--- config.mk ---
export PLATFORM = sky130hd
export DESIGN_NAME = cmpm_timer
export DESIGN_NICKNAME = d
export VERILOG_FILES = /design/src/rtl/cmpm_pkg.sv /design/src/rtl/cmpm_prescaler.sv /design/src/rtl/cmpm_channel.sv /design/src/rtl/cmpm_timer.sv
export SDC_FILE = /design/constraint.sdc
export NUM_CORES = 1
export LEC_CHECK = 0
export BUFFER_PORTS_ARGS = -buffer_cell sky130_fd_sc_hd__clkbuf_2
export CAP_MARGIN = 0
export CORE_MARGIN = 10
export CORE_UTILIZATION = 30
export CTS_BUF_LIST = sky130_fd_sc_hd__clkbuf_8
export DETAILED_ROUTE_END_ITERATION = 12
export PLACE_DENSITY = 0.42
export REMOVE_ABC_BUFFERS = 1
export SLEW_MARGIN = 20
export SYNTH_ARGS = -nofsm -noshare
export SYNTH_HDL_FRONTEND = slang
export SYNTH_SLANG_ARGS = --single-unit
--- constraint.sdc ---
create_clock -name clk -period 8.2 [get_ports clk]
set_input_delay 0.82 -clock clk [delete_from_list [all_inputs] [get_ports clk]]
set_output_delay 0.82 -clock clk [all_outputs]
set_load 0.1 [all_outputs]
--- src/rtl/cmpm_pkg.sv ---
package cmpm_pkg;
    // Register word width on the bus.
    localparam int unsigned REG_W = 16;
    // Control/status field positions.
    localparam int unsigned FLAG_BIT = 7;
    localparam int unsigned IE_BIT = 6;
    localparam int unsigned SEL_W = 2;
    // Channel register word offsets inside a channel block.
    localparam int unsigned OFS_CSR = 0;
    localparam int unsigned OFS_CNT = 1;
    localparam int unsigned OFS_CMP = 2;
    localparam int unsigned WORDS_PER_CH = 3;

    function automatic int unsigned ch_word(input int unsigned ch, input int unsigned ofs);
        return 1 + WORDS_PER_CH * ch + ofs;
    endfunction
endpackage

--- src/rtl/cmpm_prescaler.sv ---
module cmpm_prescaler #(
    parameter int unsigned BASE_LOG = 3
) (
    input  logic                        clk,
    input  logic                        rst_n,
    input  logic                        run,
    input  logic [cmpm_pkg::SEL_W-1:0]  sel,
    output logic                        tick
);
    localparam int unsigned PW = BASE_LOG + 2 * ((1 << cmpm_pkg::SEL_W) - 1);

    logic [PW-1:0] pcnt_d, pcnt_q;
    logic [PW-1:0] lim;

    always_comb begin
        lim    = (PW'(1) << (BASE_LOG + 2 * int'(sel))) - PW'(1);
        tick   = run && (pcnt_q >= lim);
        pcnt_d = (!run || tick) ? '0 : pcnt_q + PW'(1);
    end

    always_ff @(posedge clk or negedge rst_n) begin
        if (!rst_n) pcnt_q <= '0;
        else        pcnt_q <= pcnt_d;
    end

    AST_TICK_SPACED: assert property (@(posedge clk) disable iff (!rst_n)
        tick |=> !tick);
endmodule

--- src/rtl/cmpm_channel.sv ---
module cmpm_channel #(
    parameter int unsigned CNT_W      = 16,
    parameter int unsigned BASE_LOG   = 3,
    parameter int unsigned SYNC_TICKS = 2
) (
    input  logic                       clk,
    input  logic                       rst_n,
    input  logic                       run,
    input  logic                       wr_csr,
    input  logic                       wr_cnt,
    input  logic                       wr_cmp,
    input  logic [cmpm_pkg::REG_W-1:0] wdata,
    output logic [cmpm_pkg::REG_W-1:0] csr_o,
    output logic [cmpm_pkg::REG_W-1:0] cnt_o,
    output logic [cmpm_pkg::REG_W-1:0] cmp_o,
    output logic                       irq
);
    import cmpm_pkg::*;

    localparam int unsigned LW = $clog2(SYNC_TICKS + 1);

    typedef struct packed {
        logic [CNT_W-1:0] cnt;
        logic [CNT_W-1:0] cmp;
        logic [CNT_W-1:0] pend_val;
        logic [LW-1:0]    pend_left;
        logic             pend_vld;
        logic             flag;
        logic             ie;
        logic [SEL_W-1:0] sel;
    } ch_state_t;

    ch_state_t d, q;
    logic      tick;
    logic [CNT_W-1:0] cnt_step;
    logic      unused_wdata;

    assign unused_wdata = ^wdata;

    cmpm_prescaler #(.BASE_LOG(BASE_LOG)) presc_i (
        .clk   (clk),
        .rst_n (rst_n),
        .run   (run),
        .sel   (q.sel),
        .tick  (tick)
    );

    always_comb begin
        d        = q;
        cnt_step = (q.cnt == q.cmp) ? '0 : q.cnt + 1'b1;

        if (wr_csr) begin
            d.ie  = wdata[IE_BIT];
            d.sel = wdata[SEL_W-1:0];
            if (!wdata[FLAG_BIT]) d.flag = 1'b0;
        end

        if (wr_cmp) d.cmp = wdata[CNT_W-1:0];

        if (tick) begin
            if (q.pend_vld && (q.pend_left == LW'(1))) begin
                d.cnt      = q.pend_val;
                d.pend_vld = 1'b0;
            end else begin
                d.cnt = cnt_step;
                if (q.pend_vld) d.pend_left = q.pend_left - LW'(1);
            end
            if (d.cnt == q.cmp) d.flag = 1'b1;
        end

        if (wr_cnt) begin
            if (run) begin
                d.pend_vld  = 1'b1;
                d.pend_val  = wdata[CNT_W-1:0];
                d.pend_left = LW'(SYNC_TICKS);
            end else begin
                d.cnt      = wdata[CNT_W-1:0];
                d.pend_vld = 1'b0;
            end
        end
    end

    always_ff @(posedge clk or negedge rst_n) begin
        if (!rst_n) begin
            q     <= '0;
            q.cmp <= '1;
        end else begin
            q <= d;
        end
    end

    always_comb begin
        csr_o                = '0;
        csr_o[FLAG_BIT]      = q.flag;
        csr_o[IE_BIT]        = q.ie;
        csr_o[SEL_W-1:0]     = q.sel;
        cnt_o                = REG_W'(q.cnt);
        cmp_o                = REG_W'(q.cmp);
        irq                  = q.flag && q.ie;
    end

    AST_CNT_HOLD: assert property (@(posedge clk) disable iff (!rst_n)
        (!tick && !wr_cnt) |=> $stable(q.cnt));
    AST_CNT_STEP: assert property (@(posedge clk) disable iff (!rst_n)
        (tick && !q.pend_vld) |=> ((q.cnt == '0) || (q.cnt == $past(q.cnt) + 1'b1)));
    AST_FLAG_ON_MATCH: assert property (@(posedge clk) disable iff (!rst_n)
        $rose(q.flag) |-> (q.cnt == $past(q.cmp)));
    AST_FLAG_STICKY: assert property (@(posedge clk) disable iff (!rst_n)
        (q.flag && !wr_csr) |=> q.flag);
endmodule

--- src/rtl/cmpm_timer.sv ---
module cmpm_timer #(
    parameter int unsigned NCH        = 2,
    parameter int unsigned CNT_W      = 16,
    parameter int unsigned BASE_LOG   = 3,
    parameter int unsigned SYNC_TICKS = 2,
    localparam int unsigned NWORDS    = 1 + cmpm_pkg::WORDS_PER_CH * NCH,
    localparam int unsigned AW        = $clog2(NWORDS)
) (
    input  logic                       clk,
    input  logic                       rst_n,
    input  logic                       bus_we,
    input  logic [AW-1:0]              bus_addr,
    input  logic [cmpm_pkg::REG_W-1:0] bus_wdata,
    output logic [cmpm_pkg::REG_W-1:0] bus_rdata,
    output logic [NCH-1:0]             irq
);
    import cmpm_pkg::*;

    logic [NCH-1:0]   run_d, run_q;
    logic [REG_W-1:0] csr_rd [NCH];
    logic [REG_W-1:0] cnt_rd [NCH];
    logic [REG_W-1:0] cmp_rd [NCH];

    always_comb begin
        run_d = run_q;
        if (bus_we && (bus_addr == AW'(0))) run_d = bus_wdata[NCH-1:0];
    end

    always_ff @(posedge clk or negedge rst_n) begin
        if (!rst_n) run_q <= '0;
        else        run_q <= run_d;
    end

    for (genvar ch = 0; ch < NCH; ch++) begin : g_ch
        logic wr_csr, wr_cnt, wr_cmp;
        assign wr_csr = bus_we && (bus_addr == AW'(ch_word(ch, OFS_CSR)));
        assign wr_cnt = bus_we && (bus_addr == AW'(ch_word(ch, OFS_CNT)));
        assign wr_cmp = bus_we && (bus_addr == AW'(ch_word(ch, OFS_CMP)));

        cmpm_channel #(
            .CNT_W      (CNT_W),
            .BASE_LOG   (BASE_LOG),
            .SYNC_TICKS (SYNC_TICKS)
        ) chan_i (
            .clk    (clk),
            .rst_n  (rst_n),
            .run    (run_q[ch]),
            .wr_csr (wr_csr),
            .wr_cnt (wr_cnt),
            .wr_cmp (wr_cmp),
            .wdata  (bus_wdata),
            .csr_o  (csr_rd[ch]),
            .cnt_o  (cnt_rd[ch]),
            .cmp_o  (cmp_rd[ch]),
            .irq    (irq[ch])
        );
    end

    always_comb begin
        bus_rdata = '0;
        if (bus_addr == AW'(0)) bus_rdata[NCH-1:0] = run_q;
        for (int c = 0; c < NCH; c++) begin
            if (bus_addr == AW'(ch_word(c, OFS_CSR))) bus_rdata = csr_rd[c];
            if (bus_addr == AW'(ch_word(c, OFS_CNT))) bus_rdata = cnt_rd[c];
            if (bus_addr == AW'(ch_word(c, OFS_CMP))) bus_rdata = cmp_rd[c];
        end
    end

    AST_RUN_LOAD: assert property (@(posedge clk) disable iff (!rst_n)
        (bus_we && (bus_addr == AW'(0))) |=> (run_q == $past(bus_wdata[NCH-1:0])));
endmodule

# Yosys cells after proc, flatten, opt, wreduce, memory -nomap -nowiden
# Index checks and enable logic that the tools add are counted.
[classes]
reduce_logical = 26
add_sub_neg = 10
n_lt_le_gt_ge = 2
n_shift = 2
eq_ne = 12
n_mux = 41
[op_table]
columns = ["cell", "n"]
rows = [
  ["16-bit 2-to-1 mux", 17],
  ["16-bit == test", 4],
  ["16-bit by 1-bit adder with 16-bit output (second input constant)", 2],
  ["9-bit by 1-bit adder with 9-bit output (second input constant)", 2],
  ["9-bit >= comparator", 2],
  ["9-bit 2-to-1 mux", 2],
  ["1-bit by 4-bit << shifter with 9-bit output (first input constant)", 2],
  ["9-bit by 2-bit subtractor with 9-bit output (second input constant)", 2],
  ["4-bit 2-to-1 mux", 4],
  ["2-bit 2-to-1 mux", 7],
  ["1-bit logical AND", 13],
  ["3-bit == test (second input constant)", 3],
  ["2-bit by 3-bit adder with 4-bit output (first input constant)", 2],
  ["1-bit 2-to-1 mux", 8],
  ["8-bit 2-to-1 mux", 1],
  ["2-bit AND reduction", 4],
  ["2-bit nonzero test", 4],
  ["3-bit by 2-bit == test with 1-bit output (second input constant)", 2],
  ["3-bit 2-to-1 mux", 2],
  ["2-bit by 1-bit == test with 1-bit output (second input constant)", 2],
  ["2-bit by 1-bit subtractor with 2-bit output (second input constant)", 2],
  ["3-bit by 1-bit == test with 1-bit output (second input constant)", 1],
  ["3-bit logical NOT", 1],
  ["1-bit logical NOT", 2],
  ["1-bit logical OR", 2],
]
[totals]
register_bits = 130
word_cells = 112
output_inout_bits = 18

# Logic depth before layout (Yosys ltp)
# Gate-level depths: netlist (run 1).
[logic_depth]
ltp_word = 11
mapped_depth = 12
ltp_nobuf = 10

# By module
# A second synthesis (run 1) with hierarchy kept.
[hier_totals]
cells_unflattened = 1134
area_unflattened_um2 = 10216.0
[modules_own_cells]
columns = ["module", "cells_each", "area_each_um2", "n_inst"]
rows = [
  ["cmpm_channel", 439, 3987.6, 2],
  ["cmpm_prescaler", 62, 600.6, 2],
  ["cmpm_timer", 132, 1039.7, 1],
]

# Worst setup path after synthesis (run 1)
# No wires, ideal clock.
[synth_path]
path_type = "in2out"
startpoint = "input bus_addr[1]"
endpoint = "output bus_rdata[1] (netlist name)"
cell_stages = 7
n_path_buf = 1
arrival_time_ns = 3.980
path_slack_ns = 3.400
cell_sequence = "clkbuf_1 clkinv_1 o22ai_1 a221o_1 nor2_1 nor2_1 a211oi_1"
[synth_between]
elab_chain_len = 8
word_cells_on_any_way = 14
cone_classes = "eq/ne (6); mux (7); reduce/logical (1)"
[synth_lines]
columns = ["element", "line_no", "rtl"]
rows = [
  ["from (decl)", "cmpm_timer.sv:12", "input logic [AW-1:0] bus_addr,"],
  ["3-bit logical NOT", "cmpm_timer.sv:61", "if (bus_addr == AW'(0)) bus_rdata[NCH-1:0] = run_q;"],
  ["2-bit 2-to-1 mux", "cmpm_timer.sv:61", ""],
  ["8-bit 2-to-1 mux", "cmpm_timer.sv:63", "if (bus_addr == AW'(ch_word(c, OFS_CSR))) bus_rdata = csr_rd[c];"],
  ["16-bit 2-to-1 mux", "cmpm_timer.sv:64", "if (bus_addr == AW'(ch_word(c, OFS_CNT))) bus_rdata = cnt_rd[c];"],
  ["16-bit 2-to-1 mux", "cmpm_timer.sv:65", "if (bus_addr == AW'(ch_word(c, OFS_CMP))) bus_rdata = cmp_rd[c];"],
  ["16-bit 2-to-1 mux", "cmpm_timer.sv:63", ""],
  ["16-bit 2-to-1 mux", "cmpm_timer.sv:64", ""],
  ["16-bit 2-to-1 mux *", "cmpm_timer.sv:65", ""],
  ["to (decl)", "cmpm_timer.sv:14", "output logic [cmpm_pkg::REG_W-1:0] bus_rdata,"],
]
# Mark *: on every way between the ends. The rest lies on a longest branch, timed or not.

# Worst setup path in the final report (run 1)
[layout_path]
startpoint = "register run_q[1]"
endpoint = "output bus_rdata[1] (netlist name)"
[layout_between]
elab_chain_len = 7
[layout_lines]
columns = ["element", "line_no", "rtl"]
rows = [
  ["from (decl)", "cmpm_timer.sv:19", "logic [NCH-1:0] run_d, run_q;"],
  ["from (signal assigned)", "cmpm_timer.sv:31", "else run_q <= run_d;"],
  ["2-bit 2-to-1 mux", "cmpm_timer.sv:61", ""],
  ["8-bit 2-to-1 mux", "cmpm_timer.sv:63", ""],
  ["16-bit 2-to-1 mux", "cmpm_timer.sv:64", ""],
  ["16-bit 2-to-1 mux", "cmpm_timer.sv:65", ""],
  ["16-bit 2-to-1 mux", "cmpm_timer.sv:63", ""],
  ["16-bit 2-to-1 mux", "cmpm_timer.sv:64", ""],
  ["16-bit 2-to-1 mux", "cmpm_timer.sv:65", ""],
]
# Every way passes these cells.

==> flow_summary_export.csv, run 1 <==
group,metric,value,unit
synthesis,synth_top_family_by_area,"simple AND/OR/NAND/NOR gates",
place,globalplace.congestion,0.854,
floorplan,die_h,189,µm
synthesis,synth_edf_count,0,
critical_path,worstPathCellList,"inv_1 > o211a_1 > a221o_1 > nor2_1 > nor2_1 > a211oi_1 > clkbuf_2",
routing,wl,29.6,mm
final_layout,nets,983,
floorplan,pin_count,40,
place,dp_cells,1300,
grt,antenna_found_initial,0,
sta,worst_pin_slew,1.08,ns
clock_tree,clockBufferDepth,2,
synthesis,synth_compound_area_share,16.8,%
synthesis,ys_seq_elements,130,
synthesis,synthAdderAreaFrac,2.92,%
power,vdd_ir_drop_max,107,µV
grt,grt_use_total,16.7,%
clock_tree,cts_resized,0,
synthesis,synth_warnings,0,
sta,fin_tns_setup,0,ns
critical_path,reg2reg_slack,4.68,ns
critical_path,worstSetupStartpointType,"flip-flop",
critical_path,r2r_start,"g_ch[0].chan_i.cnt_o[5]$_DFF_PN0_",
routing,first_pass_iters,5,
floorplan,dieArea,35700,µm²
critical_path,criticalPathCategory,"flip-flop to output port",
sta,fmax,229,MHz
routing,drcViolationCount,0,
sta,setup_viol,0,
sta,holdWs,0.372,ns
synthesis,synthTopCellsByArea,"dfrtp_1, dfstp_2, mux2_2",
clock_tree,h-tree-depth,4,
clock_tree,cts_buffers,17,
clock_tree,path_clk_slew,0.08,ns
place,pre_cts_ws,3.96,ns
synthesis,synth-simple-area-share,17.4,%
floorplan,core_area,28000,µm²
critical_path,cp_top_family,"buffers and inverters",
grt,grt_max_degree,83,
synthesis,synthMuxAreaShare,9.97,%
outcome,outcome,"finished clean",
synthesis,synth_top_area_share,28.6,%
sta,rsz0062_at_grt,"no",
routing,drtIter0Drc,599,
power,p_per_area,273,nW/µm²
clock_tree,tritoncts,"built",
grt,grt_pass1_wl,46.1,mm
routing,routedWlPerCell,22.3,µm
final_layout,area_growth,10.8,%
final_layout,drive_above_1_share,19.5,%
power,power.total,2.59,mW
clock_tree,cts_hold_buf,0,
place,placed_cell_area,9010,µm²
critical_path,r2r-end,"g_ch[0].chan_i.csr_o[7]$_DFF_PN0_",
critical_path,worstPathArrival,3.54,ns
power,cellLeakagePower,3.77,nW
final_layout,antennaDiodeCount,0,
critical_path,end_kind,"output port",
sta,clock_skew,0.0162,ns
clock_tree,insertion_delay,0.47,ns
synthesis,synth_area_per_cell,9.03,µm²
grt,grt_pass1_vias,7191,
critical_path,path_common_cell,"nor2_1",
critical_path,crit_required,7.38,ns
sta,maxSlewHeadroom,27.7,%
routing,via_count,7236,
critical_path,slowest_delay,0.89,ns
sta,finalHoldViolations,0,
sta,min_period,4.36,ns
synthesis,synth_xor_area_share,9.91,%
critical_path,critPathSlowestCell,"dfrtp_1",
grt,globalRouteOverflowTotal,0,
place,io_buffers,39,
routing,ant_nets,0,
sta,timing.final.max_slew_violations,0,
floorplan,std_cell_rows,61,
min_path,hold_class,"input pin to async pin",
synthesis,syn_inst,949,
clock_tree,cts.sinks,130,
floorplan,die_w,189,µm
place,place_hpwl,21.0,mm
synthesis,netlist_area,8570,µm²
routing,vias_per_cell,5.43,
critical_path,cp_max_fo,19,
clock_tree,post_cts_buffers,0,
sta,layout_worst_path_cycle_share,53.2,%
sta,layout_setup_ws,3.84,ns
final_layout,utilization,33.9,%
final_layout,design_area,9500,µm²
critical_path,crit_buf_inv,2,
synthesis,synth.distinct_cells,68,
flow_run,cap_violations,0,
synthesis,ys_seq_area_share,38.4,%
critical_path,reg2reg_depth,7,
final_layout,instances_no_fill,1332,
synthesis,yosys.area.top_type,"dfrtp_1",
synthesis,ys.flop_type,"dfrtp_1",
floorplan,initial_utilization,30.6,%
synthesis,async_flop_share,100,%
clock_tree,clockRootBuffer,"clkbuf_8",
cell type report:
type / instances / area, µm²
Timing Repair Buffer: 46 / 254
Clock buffer: 19 / 262
Multi-Input combinational cell: 720 / 4890
Sequential cell: 130 / 3290
Tap cell: 378 / 473
Clock inverter: 13 / 231
Fill cell: 2958 / 18500
Inverter: 26 / 97.6
Yosys cell counts (7+ instances only):
cell	number
nand4_1	19
nand2_1	98
nor3_1	29
o22ai_1	8
xor2_1	44
dfrtp_1	98
a21oi_1	17
nand3_1	27
xnor2_1	53
inv_1	24
o21a_1	12
o211ai_1	9
o21ai_0	66
clkbuf_1	62
a221oi_1	10
a22oi_1	17
a211oi_1	7
dfstp_2	32
mux2i_1	10
nor2_1	88
mux2_2	67
and3_1	15
o31ai_1	16
ha_1	20
how the worst max path moves through the flow:
stage | cells after the start | slack (ns) | startpoint | to
6_report | 7 | 3.84 | run_q[1]$_DFFE_PN0P_ | bus_rdata[1]
3_3_place_gp | 7 | 4.04 | bus_addr[2] | bus_rdata[3]
4_1_cts | 7 | 3.92 | run_q[1]$_DFFE_PN0P_ | bus_rdata[1]
2_1_floorplan | 6 | 3.56 | bus_addr[0] | bus_rdata[1]
3_5_place_dp | 7 | 3.96 | bus_addr[2] | bus_rdata[10]
5_1_grt | 7 | 3.59 | bus_addr[2] | bus_rdata[10]
registers in the layout, indices dropped and copies added, names as in the netlist, named ones only:
name	cells
g_ch.chan_i.q	36
g_ch.chan_i.cmp_o	32
g_ch.chan_i.cnt_o	32
g_ch.chan_i.presc_i.pcnt_q	18
g_ch.chan_i.csr_o	8
run_q	2
cells by family after synthesis:
| family | Yosys count |
|---|---|
| AO/OA/AOI/OAI | 211 |
| XOR/XNOR | 97 |
| adder cells (fa/ha/maj) | 20 |
| buffers and inverters | 99 |
| flip-flops | 130 |
| multiplexers | 77 |
| other | 1 |
| AND/OR/NAND/NOR | 314 |
cells in the final DEF (no fill, tap or decap), drive strengths merged, types with 7 or more instances in the layout:
master and count:
ha 20, nand3 27, clkbuf 57, xor2 44, and3 15, nand2 98, o211ai 9, a221oi 10
nor3 29, dfrtp 98, buf 8, nand4 20, xnor2 53, mux2i 10, mux2 67, o31ai 17
a22oi 17, dfstp 32, a211oi 7, o21ai 66, a21oi 17, inv 26, o21a 12, nor2 88
o22ai 8
report_power, final:
| group | leakage [nW] | switching [mW] | internal, mW |
|---|---|---|---|
| Sequential | 1.53 | 0.305 | 0.810 |
| Combinational | 1.99 | 0.442 | 0.342 |
| Clock | 0.248 | 0.283 | 0.410 |
| Total | 3.77 | 1.03 | 1.56 |
per-layer routing:
metal	routed length, µm	GRT usage, %	share of wire (%)
met5	0	0	0
met4	778	6.38	2.6
met3	1310	3.05	4.4
met2	12800	24.7	43
met1	14700	23.5	50
No activity file was read; power rests on OpenSTA's default activity.
==> inputs of run 2 (changes only) <==
Settings changed: PLACE_DENSITY 0.42 to 0.43.
Clock period 8.2 ns to 3.7 ns, I/O delays scaled along.
==> run 2 against run 1 <==
Net effect: critical endpoint is now g_ch[0].chan_i.csr_o[7]$_DFF_PN0_; combinational power up 140%; largest cell class unchanged; largest power group unchanged; cell area grew 1.5%; global-route usage is 0.18 points lower; setup slack got worse by 3.3 ns.
==> flow_summary_export.csv, run 2 (synthesized netlist as in run 1, its figures left out) <==
group,metric,value,unit
sta,rsz0062_at_grt,"no",
grt,grt_use_total,16.5,%
critical_path,worstPathCellList,"ha_1 > nand2_1 > or4_4 > xor2_1 > or3_1 > o311ai_1 > nand4_1 > a211o_1 > o31ai_2",
final_layout,drive_above_1_share,21.2,%
sta,layout_worst_path_cycle_share,84.9,%
critical_path,critPathSlowestCell,"or4_4",
clock_tree,cts_resized,0,
sta,maxSlewHeadroom,39.2,%
min_path,hold_class,"input pin to flip-flop",
critical_path,crit_required,4.05,ns
clock_tree,h-tree-depth,4,
final_layout,regMostFlops,"g_ch.chan_i.q",
min_path,holdPathEnd,"g_ch[0].chan_i.cnt_o[15]$_DFF_PN0_",
flow_run,cap_violations,0,
final_layout,fill_cells,2914,
final_layout,final_cell_mix,"nand2_1, dfrtp_1, nor2_1",
clock_tree,path_clk_slew,0.08,ns
clock_tree,insertion_delay,0.45,ns
final_layout,largest_reg_flops,36,
place,place_hpwl,21.6,mm
final_layout,antennaDiodeCount,0,
routing,routedWlPerCell,21.8,µm
grt,antenna_found_initial,0,
critical_path,slowest_delay,0.55,ns
floorplan,pin_count,40,
critical_path,r2r_start,"g_ch[0].chan_i.cnt_o[0]$_DFF_PN0_",
grt,grt_pass1_vias,7243,
sta,holdWs,0.239,ns
sta,min_period,3.14,ns
power,power.total,5.71,mW
critical_path,cp_max_fo,7,
min_path,whs_path_depth,3,
sta,worst_pin_slew,0.910,ns
clock_tree,cts_buffers,17,
critical_path,worstSetupStartpointType,"flip-flop",
floorplan,die_w,189,µm
routing,wl,29.5,mm
routing,drtIter0Drc,651,
critical_path,criticalPathCategory,"flip-flop to flip-flop",
power,vdd_ir_drop_max,249,µV
clock_tree,tritoncts,"built",
clock_tree,post_cts_buffers,0,
final_layout,area_growth,12.5,%
final_layout,multi_input_area,4890,µm²
critical_path,reg2reg_slack,0.56,ns
critical_path,r2r-end,"g_ch[0].chan_i.csr_o[7]$_DFF_PN0_",
grt,grt_pass1_wl,45.9,mm
routing,via_count,7187,
grt,grt_max_degree,79,
routing,first_pass_iters,5,
floorplan,core_area,28000,µm²
final_layout,register_area,3290,µm²
sta,finalHoldViolations,0,
routing,ant_nets,0,
floorplan,initial_utilization,30.6,%
critical_path,end_kind,"flip-flop",
clock_tree,cts.sinks,130,
sta,setup_viol,0,
floorplan,die_h,189,µm
clock_tree,clockBufferDepth,2,
power,p_per_area,592,nW/µm²
grt,globalRouteOverflowTotal,0,
place,globalplace.congestion,0.857,
critical_path,reg2reg_depth,9,
final_layout,nets,1005,
floorplan,std_cell_rows,61,
min_path,hp-start,"bus_wdata[15]",
clock_tree,clockRootBuffer,"clkbuf_8",
routing,drcViolationCount,0,
place,io_buffers,39,
clock_tree,cts_hold_buf,1,
power,cellLeakagePower,3.85,nW
routing,vias_per_cell,5.31,
sta,timing.final.max_slew_violations,0,
outcome,outcome,"finished clean",
critical_path,worstPathArrival,3.50,ns
sta,clock_skew,0.0160,ns
floorplan,dieArea,35700,µm²
sta,fmax,318,MHz
## run 2: cell types whose count changed in the layout (fill, tap and decap cells not counted), sizes merged
cell	previous run	this run
buf	8	29
clkinvlp	1	4
bufinv	6	5
clkbuf	57	56
clkinv	6	5
dlygate4sd3	0	1
## run 2: how the worst max path moves through the flow
stage,from,to,cells past startpoint
6_report,g_ch[0].chan_i.cnt_o[0]$_DFF_PN0_,g_ch[0].chan_i.csr_o[7]$_DFF_PN0_,9
5_1_grt,run_q[1]$_DFFE_PN0P_,bus_rdata[1],9
4_1_cts,run_q[1]$_DFFE_PN0P_,bus_rdata[1],9
3_5_place_dp,g_ch[0].chan_i.cnt_o[1]$_DFF_PN0_,g_ch[0].chan_i.csr_o[7]$_DFF_PN0_,9
3_3_place_gp,g_ch[0].chan_i.cnt_o[1]$_DFF_PN0_,g_ch[0].chan_i.csr_o[7]$_DFF_PN0_,9
2_1_floorplan,run_q[1]$_DFFE_PN0P_,bus_rdata[1],6
## run 2: area by class of cell
| cell class | count | area share (%) |
|---|---|---|
| Tap cell | 378 | 4.90 |
| Timing Repair Buffer | 68 | 4.50 |
| Clock inverter | 14 | 2.19 |
| Inverter | 26 | 1.01 |
| Clock buffer | 18 | 2.57 |
| Multi-Input combinational cell | 720 | 50.7 |
| Sequential cell | 130 | 34.1 |
## run 2: worst max-delay path: cells and delay by family (launching register included)
kind	cells	cell delay, ns
AND/OR/NAND/NOR	4	1.21
AO/OA/AOI/OAI	3	0.81
flip-flops	1	0.53
adder cells (fa/ha/maj)	1	0.32
XOR/XNOR	1	0.17
## run 2: per-layer routing
metal	GRT usage [%]	routed length, µm
met5	0	0
met4	4.52	518
met1	24.4	15300
met3	2.41	1020
met2	24.4	12600
## run 2: metrics by stage
step | cells | setup slack [ns] | TNS (ns) | utilization (%) | instance area, µm²
finish | 1354 | 0.557 | 0 | 34.4 | 9650
global placement | 1321 | 0.569 | 0 | 32.8 | 9180
CTS | 1354 | 0.538 | 0 | 34.4 | 9650
floorplan | 876 | -0.314 | -0.314 | - | 8280
global route | 1354 | 0.364 | 0 | 34.4 | 9650
detailed placement | 1321 | 0.577 | 0 | 32.8 | 9180
## run 2: power by group
group | total (mW) | internal [mW] | switching, mW | leakage [nW]
Sequential | 2.36 | 1.80 | 0.563 | 1.53
Combinational | 1.91 | 0.803 | 1.11 | 2.11
Clock | 1.44 | 0.818 | 0.620 | 0.222
==> inputs of run 3 (changes only) <==
Settings changed: PLACE_DENSITY 0.43 to 0.42.
Clock period 3.7 ns to 3.1 ns, I/O delays scaled along.
==> run 3 against run 2 <==
Net effect: clock power grew 4%; global-route usage grew 0.35 points; register-to-register slack got worse by 0.34 ns; core utilization up 1.4 points; sequential cell count unchanged; wire length grew 2.9%; cell count grew 2.1%; combinational power rose by 39%; power up 20%; clock skew rose by 0.0098 ns; critical path type unchanged.
==> flow_summary_export.csv, run 3 (synthesized netlist as in run 1, its figures left out) <==
group,metric,value,unit
place,globalplace.congestion,0.894,
sta,rsz0062_at_grt,"no",
sta,layout_setup_ws,0.212,ns
routing,ant_nets,0,
clock_tree,path_clk_slew,0.10,ns
routing,first_pass_iters,6,
sta,maxSlewHeadroom,59.4,%
floorplan,dieArea,35700,µm²
clock_tree,tritoncts,"built",
floorplan,pin_count,40,
grt,grt_use_total,16.9,%
critical_path,end_kind,"flip-flop",
place,io_buffers,39,
power,cellLeakagePower,4.03,nW
min_path,hold_class,"input pin to flip-flop",
sta,fmax,346,MHz
grt,globalRouteOverflowTotal,0,
routing,wl,30.3,mm
power,p_per_area,682,nW/µm²
final_layout,drive_above_1_share,23.7,%
final_layout,final_cell_mix,"nand2_1, dfrtp_1, nor2_1",
critical_path,worstSetupStartpointType,"flip-flop",
floorplan,die_w,189,µm
final_layout,largest_reg_flops,36,
clock_tree,post_cts_buffers,0,
sta,setup_viol,0,
floorplan,initial_utilization,30.6,%
power,power.total,6.85,mW
sta,finalHoldViolations,0,
grt,antenna_found_initial,0,
routing,routedWlPerCell,21.9,µm
sta,layout_worst_path_cycle_share,93.2,%
floorplan,core_area,28000,µm²
routing,via_count,7451,
routing,drtIter0Drc,603,
place,place_hpwl,22.6,mm
critical_path,cp_max_fo,11,
critical_path,worstPathArrival,3.24,ns
clock_tree,cts_buffers,17,
floorplan,die_h,189,µm
grt,grt_max_degree,58,
grt,grt_pass1_wl,46.8,mm
sta,clock_skew,0.0258,ns
sta,timing.final.max_slew_violations,0,
clock_tree,h-tree-depth,4,
sta,min_period,2.89,ns
place,pre_cts_ws,0.117,ns
routing,vias_per_cell,5.39,
routing,drcViolationCount,0,
grt,grt_pass1_vias,7302,
floorplan,std_cell_rows,61,
final_layout,utilization,35.8,%
final_layout,antennaDiodeCount,0,
sta,worst_pin_slew,0.606,ns
place,placed_cell_area,9620,µm²
flow_run,cap_violations,0,
clock_tree,clockBufferDepth,2,
final_layout,regMostFlops,"g_ch.chan_i.q",
critical_path,criticalPathCategory,"flip-flop to flip-flop",
clock_tree,clockRootBuffer,"clkbuf_8",
clock_tree,insertion_delay,0.46,ns
final_layout,area_growth,17.1,%
outcome,outcome,"finished clean",
clock_tree,cts.sinks,130,
critical_path,crit_required,3.46,ns
power,vdd_ir_drop_max,288,µV
final_layout,design_area,10000,µm²
final_layout,nets,1034,
-- run 3: metrics by stage --
step | hold WS (ns) | instances | setup TNS [ns]
after global routing | 0.148 | 1383 | 0
after global placement | 0.334 | 1350 | 0
after detailed placement | 0.339 | 1350 | 0
after floorplan | 0.0144 | 876 | -0.854
final | 0.172 | 1383 | 0
after CTS | 0.150 | 1383 | 0
-- run 3: cell type report --
class	instances	area, µm²
tap	378	473
fill	2909	18000
sequential	130	3290
inverter	26	97.6
clock inverter	14	144
timing repair buffer	97	880
multi-input combinational	720	4900
clock buffer	18	248
-- run 3: what timing repair did --
action	4_1_cts	5_1_grt
gates resized for setup	0	3
hold buffers	1	0
endpoints found under the setup margin	0	2
hold endpoints to repair	45	0
-- run 3: critical path: stages (launching register included) --
cell and delay (ns):
dfrtp_1 0.41, buf_4 0.17, xnor2_1 0.25, nand4_1 0.19, nor4_4 0.56, or2_2 0.34
nor2_1 0.09, or4_1 0.54, o31ai_2 0.25
-- run 3: power by group --
part | total, mW | internal (mW) | switching (mW)
logic | 2.65 | 1.14 | 1.52
registers | 2.69 | 2.14 | 0.550
clock network | 1.50 | 0.732 | 0.772
total | 6.85 | 4.01 | 2.84
-- run 3: worst paths after layout --
| path | startpoint | to | slack (ns) | depth (start not counted) |
|---|---|---|---|---|
| setup / recovery | g_ch[0].chan_i.cnt_o[1]$_DFF_PN0_ | g_ch[0].chan_i.csr_o[7]$_DFF_PN0_ | 0.21 | 8 |
| setup reg to reg | g_ch[0].chan_i.cnt_o[1]$_DFF_PN0_ | g_ch[0].chan_i.csr_o[7]$_DFF_PN0_ | 0.21 | 8 |
| min in group asynchronous | rst_n | g_ch[0].chan_i.presc_i.pcnt_q[2]$_DFF_PN0_ | 0.38 | 2 |
| hold / removal | bus_wdata[15] | g_ch[0].chan_i.cnt_o[15]$_DFF_PN0_ | 0.17 | 3 |
| max in group asynchronous | rst_n | g_ch[1].chan_i.cmp_o[9]$_DFFE_PN1P_ | 1.91 | 3 |
| hold reg to reg | g_ch[1].chan_i.q[10]$_DFFE_PN0P_ | g_ch[1].chan_i.q[10]$_DFFE_PN0P_ | 0.50 | 2 |
-- run 3: routing by layer --
metal / GRT usage, % / up-vias / wire length (µm)
met1: 24.6 / 3701 / 15200
met3: 2.85 / 21 / 1440
met2: 25.4 / 232 / 13300
li1: - / 3497 / -
met5: 0 / - / 0
met4: 3.54 / 0 / 342
